==> src/rtl/dspace_router.sv <==
module dspace_router #(
  parameter int AW = 16,
  parameter int REG_COUNT = 32,
  parameter int IO_COUNT = 64,
  parameter bit HAS_PAGE_D = 1'b1,
  parameter bit HAS_PAGE_X = 1'b1,
  parameter bit HAS_PAGE_Y = 1'b1,
  parameter bit HAS_PAGE_Z = 1'b1,
  parameter bit HAS_SP_HI = 1'b1,
  localparam int RIW = $clog2(REG_COUNT)
) (
  input  logic           clk,
  input  logic           rst_n,
  input  logic           rd_valid,
  input  logic [AW-1:0]  rd_addr,
  output logic           rd_ready,
  output logic           rd_rvalid,
  output logic [7:0]     rd_rdata,
  input  logic           wr_valid,
  input  logic [AW-1:0]  wr_addr,
  input  logic [7:0]     wr_data,
  output logic           wr_ready,
  output logic [RIW-1:0] rf_rd_idx,
  input  logic [7:0]     rf_rd_data,
  output logic           rf_wr_en,
  output logic [RIW-1:0] rf_wr_idx,
  output logic [7:0]     rf_wr_data,
  output logic           mem_valid,
  output logic           mem_we,
  output logic [AW-1:0]  mem_addr,
  output logic [7:0]     mem_wdata,
  input  logic           mem_ready,
  input  logic [7:0]     mem_rdata,
  output logic [15:0]    sp_o,
  output logic [7:0]     sreg_o,
  output logic [23:0]    page_d_o,
  output logic [23:0]    page_x_o,
  output logic [23:0]    page_y_o,
  output logic [23:0]    page_z_o,
  output logic [23:0]    ijmp_page_o
);
  localparam int LOC_PORT0 = 'h38;
  localparam logic [AW-1:0] RF_END = AW'(REG_COUNT);
  localparam logic [AW-1:0] LOC_A  = AW'(REG_COUNT + LOC_PORT0);
  localparam logic [AW-1:0] MEM_A  = AW'(REG_COUNT + IO_COUNT);
  localparam logic [AW-1:0] SPL_A  = LOC_A + AW'(5);
  localparam logic [AW-1:0] SPH_A  = LOC_A + AW'(6);
  localparam logic [4:0] PG_EN = {1'b1, HAS_PAGE_Z, HAS_PAGE_Y, HAS_PAGE_X, HAS_PAGE_D};

  typedef enum logic [1:0] {TGT_RF, TGT_LOC, TGT_MEM} tgt_t;

  function automatic tgt_t decode(input logic [AW-1:0] a);
    if (a < RF_END) return TGT_RF;
    if (a >= LOC_A && a < MEM_A) return TGT_LOC;
    return TGT_MEM;
  endfunction

  tgt_t rd_tgt, wr_tgt;
  logic wr_mem, rd_mem, wr_loc;
  logic [AW-1:0] rd_off, wr_off;
  logic [2:0] rsel, wsel;
  logic [7:0] page [5];
  logic [7:0] sp_lo, sp_hi, sreg_q, loc_rd;

  assign rd_tgt = decode(rd_addr);
  assign wr_tgt = decode(wr_addr);
  assign rd_off = rd_addr - LOC_A;
  assign wr_off = wr_addr - LOC_A;
  assign rsel = rd_off[2:0];
  assign wsel = wr_off[2:0];
  assign wr_mem = wr_valid && wr_tgt == TGT_MEM;
  assign rd_mem = rd_valid && rd_tgt == TGT_MEM;
  assign wr_loc = wr_valid && wr_tgt == TGT_LOC;

  assign mem_valid = wr_mem || rd_mem;
  assign mem_we    = wr_mem;
  assign mem_addr  = wr_mem ? wr_addr : rd_addr;
  assign mem_wdata = wr_data;
  assign wr_ready  = !wr_mem || mem_ready;
  assign rd_ready  = !rd_mem || (mem_ready && !wr_mem);

  assign rf_wr_en   = wr_valid && wr_tgt == TGT_RF;
  assign rf_wr_idx  = wr_addr[RIW-1:0];
  assign rf_wr_data = wr_data;
  assign rf_rd_idx  = rd_addr[RIW-1:0];

  for (genvar g = 0; g < 5; g++) begin : g_page
    if (PG_EN[g]) begin : g_on
      always_ff @(posedge clk or negedge rst_n)
        if (!rst_n) page[g] <= '0;
        else if (wr_loc && wsel == 3'(g)) page[g] <= wr_data;
    end else begin : g_off
      assign page[g] = '0;
    end
  end

  if (HAS_SP_HI) begin : g_sphi
    always_ff @(posedge clk or negedge rst_n)
      if (!rst_n) sp_hi <= '0;
      else if (wr_loc && wsel == 3'd6) sp_hi <= wr_data;
  end else begin : g_nosphi
    assign sp_hi = '0;
  end

  always_ff @(posedge clk or negedge rst_n)
    if (!rst_n) begin
      sp_lo  <= '0;
      sreg_q <= '0;
    end else if (wr_loc) begin
      if (wsel == 3'd5) sp_lo <= wr_data;
      if (wsel == 3'd7) sreg_q <= wr_data;
    end

  always_comb
    case (rsel)
      3'd5:    loc_rd = sp_lo;
      3'd6:    loc_rd = sp_hi;
      3'd7:    loc_rd = sreg_q;
      default: loc_rd = page[rsel];
    endcase

  always_ff @(posedge clk or negedge rst_n)
    if (!rst_n) begin
      rd_rvalid <= 1'b0;
      rd_rdata  <= '0;
    end else begin
      rd_rvalid <= rd_valid && rd_ready;
      if (rd_valid && rd_ready)
        case (rd_tgt)
          TGT_RF:  rd_rdata <= rf_rd_data;
          TGT_LOC: rd_rdata <= loc_rd;
          default: rd_rdata <= mem_rdata;
        endcase
    end

  assign sp_o        = {sp_hi, sp_lo};
  assign sreg_o      = sreg_q;
  assign page_d_o    = {page[0], 16'h0};
  assign page_x_o    = {page[1], 16'h0};
  assign page_y_o    = {page[2], 16'h0};
  assign page_z_o    = {page[3], 16'h0};
  assign ijmp_page_o = {page[4], 16'h0};

  assert_rf_no_memwr_R1: assert property (@(posedge clk) disable iff (!rst_n)
    rf_wr_en |-> !(mem_valid && mem_we));

  assert_mem_never_local_R2: assert property (@(posedge clk) disable iff (!rst_n)
    mem_valid |-> (mem_addr >= MEM_A || (mem_addr >= RF_END && mem_addr < LOC_A)));

  assert_spl_keeps_high_R5: assert property (@(posedge clk) disable iff (!rst_n)
    (wr_valid && wr_addr == SPL_A) |=> sp_o[15:8] == $past(sp_o[15:8]));

  assert_sph_reads_zero_R6: assert property (@(posedge clk) disable iff (!rst_n)
    (!HAS_SP_HI && rd_rvalid && $past(rd_addr) == SPH_A) |-> rd_rdata == 8'h00);

  assert_rvalid_after_accept_R8: assert property (@(posedge clk) disable iff (!rst_n)
    rd_rvalid |-> $past(rd_valid && rd_ready));

  assert_wr_stall_is_mem_R9: assert property (@(posedge clk) disable iff (!rst_n)
    (wr_valid && !wr_ready) |-> (mem_valid && mem_we && !mem_ready));
endmodule

==> config.mk <==
export PLATFORM = sky130hd
export DESIGN_NAME = dspace_router
export DESIGN_NICKNAME = d
export VERILOG_FILES = /design/src/rtl/dspace_router.sv
export SDC_FILE = /design/constraint.sdc
export NUM_CORES = 1
export LEC_CHECK = 0
export BUFFER_PORTS_ARGS = -buffer_cell sky130_fd_sc_hd__buf_2
export CORE_MARGIN = 4
export CORE_UTILIZATION = 48
export DETAILED_ROUTE_END_ITERATION = 7
export PLACE_DENSITY = 0.86
export SYNTH_ARGS = -nofsm -noshare
export SYNTH_HDL_FRONTEND = slang
export SYNTH_SLANG_ARGS = --single-unit
==> constraint.sdc <==
create_clock -name clk -period 6.5 [get_ports clk]
set_input_delay 0.65 -clock clk [delete_from_list [all_inputs] [get_ports clk]]
set_output_delay 0.65 -clock clk [all_outputs]
set_load 0.01 [all_outputs]
# [Word-level counts from Yosys, hierarchy flattened]
# Cells that the tools add are included.
# Widths: inputs -> output; s select.
[classes] n_lt_le_gt_ge=7 add_sub_neg=2 n_reduce_logical=24 n_eq_ne=14 muxes=20 bitwise=1
[ops] op="$ge 16x7->1 const B" count=2
[ops] op="$lt 16x6->1 const B" count=2
[ops] op="$lt 16x7->1 const B" count=2
[ops] op="$bmux 8 s3" count=1
[ops] op="$pmux 8 s3" count=1
[ops] op="$eq 3x3->1 const B" count=7
[ops] op="$mux 16" count=1
[ops] op="$mux 2" count=8
[ops] op="$mux 8" count=2
[ops] op="$pmux 8 s2" count=1
[ops] op="$logic_and 1x1->1" count=14
[ops] op="$eq 3x2->1 const B" count=2
[ops] op="$mux 1" count=6
[ops] op="$sub 3x1->3 const B" count=2
[ops] op="$eq 2x1->1 const B" count=2
[ops] op="$eq 2x2->1 const B" count=2
[ops] op="$ge 4x4->1 const B" count=1
[ops] op="$logic_not 2->1" count=2
[ops] op="$not 3->4" count=1
[ops] op="$reduce_and 2->1" count=2
[ops] op="$eq 3x1->1 const B" count=1
[ops] op="$logic_not 3->1" count=1
[ops] op="$logic_or 1x1->1" count=3
[ops] op="$logic_not 1->1" count=2
[totals] ff_bits=73 in_bits=61 output_inout_bits=200

# [Longest topological paths before layout]
# Gate-level depths: netlist of run 1.
[logic_depth] ltp_word=12 depth_mapped=7 ltp_nobuf=5

# [Worst setup path before layout of run 1]
# Ideal clock, no wire load.
[synth_path] path_kind="input port to output port" start="input wr_addr[7]" end="output mem_addr[11]" arrival_ns=2.414 slack_ns=3.436 path_stages=5 t_required_ns=5.850 path_cell_list="or4_1 o41a_1 clkbuf_1 buf_1 mux2_2"
[synth_via] elab_chain_cells=9
[synth_lines] element="from (decl)" line_no="20" text="input logic [AW-1:0] wr_addr,"
[synth_lines] element="$ge 16x7->1 or $lt 16x7->1 (tied branches)" line_no="54" text="if (a >= LOC_A && a < MEM_A) return TGT_LOC;"
[synth_lines] element="$logic_and 1x1->1" line_no="54"
[synth_lines] element="$mux 1 (2 in series)" line_no="54"
[synth_lines] element="$mux 2" line_no="55" text="return TGT_MEM;"
[synth_lines] element="$mux 2 *" line_no="54"
[synth_lines] element="$eq 2x2->1 *" line_no="71" text="assign wr_mem = wr_valid && wr_tgt == TGT_MEM;"
[synth_lines] element="$logic_and 1x1->1 *" line_no="71"
[synth_lines] element="via mem_we" line_no="29" text="output logic mem_we,"
[synth_lines] element="$mux 16 *" line_no="77" text="assign mem_addr = wr_mem ? wr_addr : rd_addr;"
[synth_lines] element="to (decl)" line_no="30" text="output logic [AW-1:0] mem_addr,"
# The timed path passes the listed nets; every way through them passes the cells marked *. The select of a mux whose other input is x is not followed.

# [Final worst setup path of run 1]
[layout_path] start="input wr_addr[7]" end="output mem_addr[10]"
[layout_via] elab_chain_cells=9
[layout_lines] element="$ge 16x7->1 or $lt 16x7->1 (tied branches)" line_no="54"
[layout_lines] element="$logic_and 1x1->1" line_no="54"
[layout_lines] element="$mux 1 (2 in series)" line_no="54"
[layout_lines] element="$mux 2" line_no="55"
[layout_lines] element="$mux 2 *" line_no="54"
[layout_lines] element="$eq 2x2->1 *" line_no="71"
[layout_lines] element="$logic_and 1x1->1 *" line_no="71"
[layout_lines] element="$mux 16 *" line_no="77"
# Mark *: on every way between the ends. The rest lies on a longest branch, timed or not. The select of a mux whose other input is x is not followed.

==> summary.md, run 1 <==
| Metric | Value |
|---|---|
| Share of layout cells above drive strength 1 | 0.557 |
| Yosys warning total | 0 |
| Sequential share of power | 0.483 |
| Drt total wl | roughly 13 mm |
| Ys async rst share | 1.00 |
| Worst min-delay path class | in2async |
| Leak | 2.94 nW |
| First-pass GRT wire length | between 15 and 20 mm |
| Tot Pwr | about 970 uW |
| Fin cells | a little under 700 |
| Met2 GRT Util | 0.418 |
| Setup TNS | 0 ns |
| Slew @ Worst Pin | roughly 0.94 ns |
| Final Cell Area | around 5300 um2 |
| First drt pass iteration count | 4 |
| Htree depth | 3 |
| Crit path from | wr_addr[7] |
| Worst path cell trace | buf_2 > or4_1 > o41a_1 > mux2_2 > buf_2 |
| Fin. max-slew vios | 0 |
| Synth cell types | 44 |
| Post-CTS sizing | 0 |
| CTS tree | built |
| Share of the synthesized area in the top cell type | 0.398 |
| # placed instances | 665 |
| Die W | between 100 and 150 um |
| R2r setup slk | approximately 4.9 ns |
| Die Area | between 10000 and 15000 um2 |
| CP peak stage delay | between 0.7 and 0.8 ns |
| Sw power | ~270 uW |
| Crit path time final | ~3.3 ns |
| IO buf count | 180 |
| Placement Cell Area | 5090 um2 |
| Residual DRC | 0 |
| Post-layout worst setup margin | ~3.2 ns |
| Internal power | between 600 and 700 uW |
| Skew-Pair Late Insertion Delay | 0.35 ns |
| Number of global-route vias before repair | about 3500 |
| Netlist Area Pre-Place | 4590 um2 |
| Net Sw Frac | 0.283 |
| Number of cells on the critical path | 5 |
| Post-Synth XOR/XNOR Area | 0 |
| Simple-Gate Fraction of Synth Area | 0.0561 |
| Max Fclk | 307 MHz |
| FF-to-FF Start | sreg_o[7] |
| Setup Viol. Count Final | 0 |
| Max-Slew Margin vs Limit | 0.375 |
| Power Density | about 180 nW/um2 |
| Largest net degree at the start of global routing | 74 |
| Maxcap violations | 0 |
| GRT busiest layer | met2 |
| Vias per cell | between 5 and 6 |
| Synth Flop Type | dfrtp_1 |
| Grt met3 use | 0.0514 |
| Sequential area share after synthesis | 0.398 |
| # hold bufs at CTS | 0 |
| Detail Placement HPWL | 9.83 mm |
| Synth Area in Compound Gates | 0.0981 |
| Unrepaired setup endpoints after global routing | false |
| CTS Buffer Depth | 2 |
| Main combinational cell family by area after synthesis | multiplexers |
| Top post-synthesis cells by area | dfrtp_1, mux2_2, buf_4 |
| Post-synthesis average cell area | 11.5 um2 |
| CP arrival | 2.61 ns |
| Commonest non-fill, non-tap cell in the layout | buf_2 |
| Part of the cycle the worst path needs | 0.502 |
| # rows | 35 |
| I/O pin count | 261 |
| Clock slew at reported path FFs | approximately 0.070 ns |
| Area Overhead vs Synth | 14.9% |
| Critical Path End Type | primary output |
| Worst Reg-to-Reg Cells | 4 |
| Hold Vio Cnt, Final | 0 |
| Crit Path Class | in2out |
| Mux cell area share after synthesis | 0.255 |
| Initial Util | 0.495 |
| Gr usage total | 0.225 |
| CP bufs+invs | 2 |
| Die Y-Extent | ~110 um |
| Cts bufs inserted | 9 |
| Post-Synth Adder-Cell Area | 0 |
| Crit-path leading delay family | compound AO/OA/AOI/OAI gates |
| Clock network power share | 0.351 |
| Final Wtd Congestion | roughly 0.8 |
| Crit path launch type | input port |
| Vias | roughly 3500 |
| Core ar. | roughly 9300 um2 |
| Most frequent cells in the layout | buf_2, mux2_2, conb_1, dfrtp_1, a22oi_1 |
| WL per Instance | roughly 19 um |
| EDFF count, synth | 0 |
| Antenna cells | 0 |
| Seq cells post-synth | between 70 and 80 |
| Clk sinks | 73 |
| Total grt overflow | 0 |
| Root buffer cell | clkbuf_8 |
| Worst clock skew | between 0.01 and 0.015 ns |
| Final #Nets | ~610 |
| Worst path required time | 5.85 ns |
| Filler cells | 815 |
| Routed Antenna Nets | 0 |
| Crit-path most repeated cell | buf_2 |
| Worst R2R End | rd_rdata[7] |
| Met1 usage | 0.255 |
| Initial antenna violation count | 0 |
| Syn Inst Count | 399 |
| Combinational power share | 0.166 |
| Setup repair bufs after CTS | 0 |
| Final core utilization | 0.568 |
| Worst VDD drop | around 0.17 mV |
| Final Hold Slack | about 0.50 ns |
| Drt initial violations | ~190 |
| Yosys top cell by area | dfrtp_1 |
| DP Worst Slack | approximately 3.2 ns |
| Crit-path max FO | 20 |
| Slowest CP cell | o41a_1 |
| Status | completed |
[power groups by stage]
stage	Sequential, mW	Combinational (mW)	Clock [mW]
6_report	0.468	0.161	0.341
3_5_place_dp	0.477	0.160	0
5_1_grt	0.470	0.174	0.369
2_1_floorplan	0.482	0.126	0
4_1_cts	0.468	0.160	0.344
3_3_place_gp	0.477	0.156	0
[synth_stat cells (2+ instances only)]
master	instances
buf_4	106
mux2_2	98
dfrtp_1	73
a22oi_1	15
clkbuf_1	14
o21a_1	14
o22ai_1	7
o31ai_1	7
o32ai_1	7
nor2_1	6
inv_1	4
nand2_1	3
nand2b_1	3
nand4_1	3
a21bo_2	2
mux4_2	2
nand3b_2	2
nor3b_1	2
nor3b_4	2
nor4_1	2
o21ai_0	2
or3_1	2
or4_1	2
[kinds of logic after synthesis]
family,count (synthesis)
buffers and inverters,127
multiplexers,102
flip-flops,73
AO/OA/AOI/OAI,60
AND/OR/NAND/NOR,36
other,1
[state kept, by name, summed over array words and instances (netlist names)]
signal	count
ijmp_page_o	8
page_d_o	8
page_x_o	8
page_y_o	8
page_z_o	8
rd_rdata	8
rd_rvalid	1
sp_hi	8
sp_lo	8
sreg_o	8
[worst max path at each step]
stage                         to  slack [ns]
finish              mem_addr[10]        3.24
global route         mem_addr[1]        3.16
CTS                  mem_addr[2]        3.25
detailed placement  page_z_o[21]        3.18
global placement        sp_lo[0]        3.20
floorplan           mem_addr[11]        3.44
[worst reg2reg max path: cells and delay by family (launching register included)]
kind	cells	cell delay, ns
AOI/OAI and AO/OA	1	0.12
DFF	1	0.41
muxes	3	0.96
[cell type report]
type / instances / area (um2) / share of cell area
sequential: 73 / 1830 / 0.346
timing repair buffer: 181 / 908 / 0.172
multi-input combinational: 278 / 2180 / 0.413
inverter: 4 / 15.0 / 0.00285
clock buffer: 9 / 124 / 0.0235
clock inverter: 6 / 60.1 / 0.0114
tap: 129 / 161 / 0.0306
[layer usage]
metal  share of wire  vias up
li1                -     1555
met1            0.37     1763
met2            0.54      176
met3           0.074       18
met4           0.018        0
met5               0        -
Power figures use the tool's default switching activity.
==> run 2, diff against run 1 <==
Settings changed: CORE_UTILIZATION 48 to 41, PLACE_DENSITY 0.86 to 0.78.
Clock period 6.5 ns to 2.7 ns, I/O delays scaled along.
==> run 2 against run 1 <==
Against the previous run: first-iteration DRC count is 11% higher; flip-flop and latch count stayed put; critical path depth is 2 higher; combinational power is 140% higher; power is 140% higher; clock-buffer cell count is 5 higher; utilization is 7.0 points lower; highest routed layer unchanged; clock skew is 0.00060 ns lower; sequential power is 140% higher.
==> summary.md, run 2 (synthesis gave the netlist of run 1 again) <==
| Metric | Value |
|---|---|
| CTS Buffer Depth | 2 (unchanged) |
| Residual DRC | 0 (unchanged) |
| # placed instances | 686 (+3.2%) |
| Worst Reg-to-Reg Cells | 4 (unchanged) |
| Final Wtd Congestion | 0.881 (+7.3%) |
| Part of the cycle the worst path needs | 0.880 |
| Fin cells | 703 (+3.4%) |
| Clk sinks | 73 (unchanged) |
| Max Fclk | about 420 MHz |
| Initial Util | 0.422 (-0.0729) |
| Root buffer cell | clkbuf_8 |
| Detail Placement HPWL | 9.85 mm (+0.15%) |
| Setup TNS | 0 ns (unchanged) |
| Most frequent cells in the layout | buf_2, mux2_2, conb_1, dfrtp_1, a22oi_1 |
| Share of layout cells above drive strength 1 | 0.560 (+0.00233) |
| Clock slew at reported path FFs | 0.07 ns (about the same) |
| Post-layout worst setup margin | 0.323 ns (-2.91 ns) |
| Crit-path max FO | 8 (-60%) |
| Filler cells | 962 (+18%) |
| First-pass GRT wire length | 18.5 mm (-5.4%) |
| Total grt overflow | 0 (unchanged) |
| Worst path required time | 2.94 ns (-2.91 ns) |
| Net Sw Frac | 0.281 (-0.00152) |
| Power Density | 423 nW/um2 (+130%) |
| Core ar. | 10900 um2 (+17%) |
| Worst clock skew | 0.0113 ns (-0.000600 ns) |
| Multi-input logic area | 2180 um2 (unchanged) |
| Hold Path Depth | 2 |
| Routed Antenna Nets | 0 (unchanged) |
| WL per Instance | 17.7 um (-6.7%) |
| Final #Nets | 619 (+1.8%) |
| Unrepaired setup endpoints after global routing | false |
| DP Worst Slack | -0.0397 ns (-3.22 ns) |
| Number of global-route vias before repair | 3398 (-3.4%) |
| Slew @ Worst Pin | 0.508 ns (-0.429 ns) |
| Final Cell Area | 5430 um2 (+2.9%) |
| Clock network power share | 0.336 (-0.015) |
| Largest net degree at the start of global routing | 74 (unchanged) |
| Hold Vio Cnt, Final | 0 (unchanged) |
| Drt initial violations | 208 (+11%) |
| Fin. max-slew vios | 0 (unchanged) |
| # rows | 38 (+8.6%) |
| Antenna cells | 0 (unchanged) |
| Crit path time final | approximately 2.4 ns |
| Placement Cell Area | 5240 um2 (+3.0%) |
| Status | completed |
| Max-Slew Margin vs Limit | 0.658 (+0.283) |
| Skew-Pair Late Insertion Delay | 0.35 ns (about the same) |
| I/O pin count | 261 (unchanged) |
| Die Area | 13000 um2 (+16%) |
| Sw power | 646 uW (+140%) |
| Maxcap violations | 0 (unchanged) |
| Die Y-Extent | 114 um (+7.6%) |
| Post-CTS sizing | 0 (unchanged) |
| Initial antenna violation count | 0 (unchanged) |
| Cts bufs inserted | 9 (unchanged) |
| Final core utilization | 0.498 (-0.0697) |
| Commonest non-fill, non-tap cell in the layout | buf_2 |
| Vias per cell | 4.87 (-5.8%) |
| Critical Path End Type | register |
| Combinational power share | 0.172 (+0.006) |
| # hold bufs at CTS | 1 (+1) |
| Drt total wl | 12.4 mm (-3.5%) |
| IO buf count | 180 (unchanged) |
| Gr usage total | 0.185 (-0.0393) |
| Worst min-delay path class | in2reg |
| Crit path launch type | input port |
| Crit Path Class | in2reg |
| First drt pass iteration count | 4 (unchanged) |
| Die W | 114 um (+7.6%) |
| Worst VDD drop | 0.404 mV (+130%) |
| CP arrival | 2.61 ns (about the same) |
| Internal power | 1.65 mW (+140%) |
| Htree depth | 3 (unchanged) |
| Setup repair bufs after CTS | 0 (unchanged) |
| Leak | 3.00 nW (+2.2%) |
| Area Overhead vs Synth | 18.2% |
| CTS tree | built |
| Seq. cell area | 1830 um2 (unchanged) |
| Setup Viol. Count Final | 0 (unchanged) |
| Sequential share of power | 0.492 (+0.009) |
| Vias | 3421 (-2.6%) |
run 2: changes by cell type in the layout (fill, tap and decap cells not counted), moves of 2 or more:
cell / change
clkinv_2: -2
buf_12: +5
buf_4: +5
clkbuf_1: +3
clkbuf_8: +2
run 2: metrics by stage:
stage / hold WS, ns / power [mW]
after global routing: 0.292 / 2.39
after floorplan: -0.0256 / 1.46
after global placement: 0.321 / 1.53
after detailed placement: 0.325 / 1.54
final: 0.277 / 2.29
after CTS: 0.267 / 2.31
run 2: path summary, 6_finish.rpt:
check | startpoint | end | slack (ns)
worst max-delay path | wr_addr[7] | ijmp_page_o[18] | 0.32
worst min-delay path | wr_data[1] | page_z_o[17] | 0.28
worst max register to register | sp_lo[7] | rd_rdata[7] | 1.14
worst min register to register | rd_rdata[1] | rd_rdata[1] | 0.50
max in group asynchronous | rst_n | page_d_o[22] | 1.92
min in group asynchronous | rst_n | sreg_o[7] | 0.48
run 2: final cells by class:
| type | count | area share |
|---|---|---|
| Tap cell | 140 | 0.0323 |
| Timing Repair Buffer | 192 | 0.195 |
| Sequential cell | 73 | 0.337 |
| Inverter | 4 | 0.00277 |
| Clock buffer | 14 | 0.0300 |
| Multi-Input combinational cell | 278 | 0.401 |
| Clock inverter | 2 | 0.00231 |
run 2: critical path, stage by stage:
cell and delay [ns]:
buf_2 0.10, or4_1 0.54, or3_1 0.41, or3_1 0.52, nor3b_4 0.27, buf_12 0.16, mux2_2 0.33
run 2: power by group through the flow:
stage	registers (mW)	logic, mW	clock network [mW]
floorplan	1.16	0.304	0
global placement	1.15	0.386	0
detailed placement	1.15	0.393	0
CTS	1.13	0.396	0.787
global route	1.13	0.435	0.829
finish	1.13	0.394	0.772
run 2: metal layers:
metal	wire length (um)	track usage
met1	4900	0.231
met5	0	0
met3	1080	0.0483
met4	240	0.0618
met2	6210	0.313
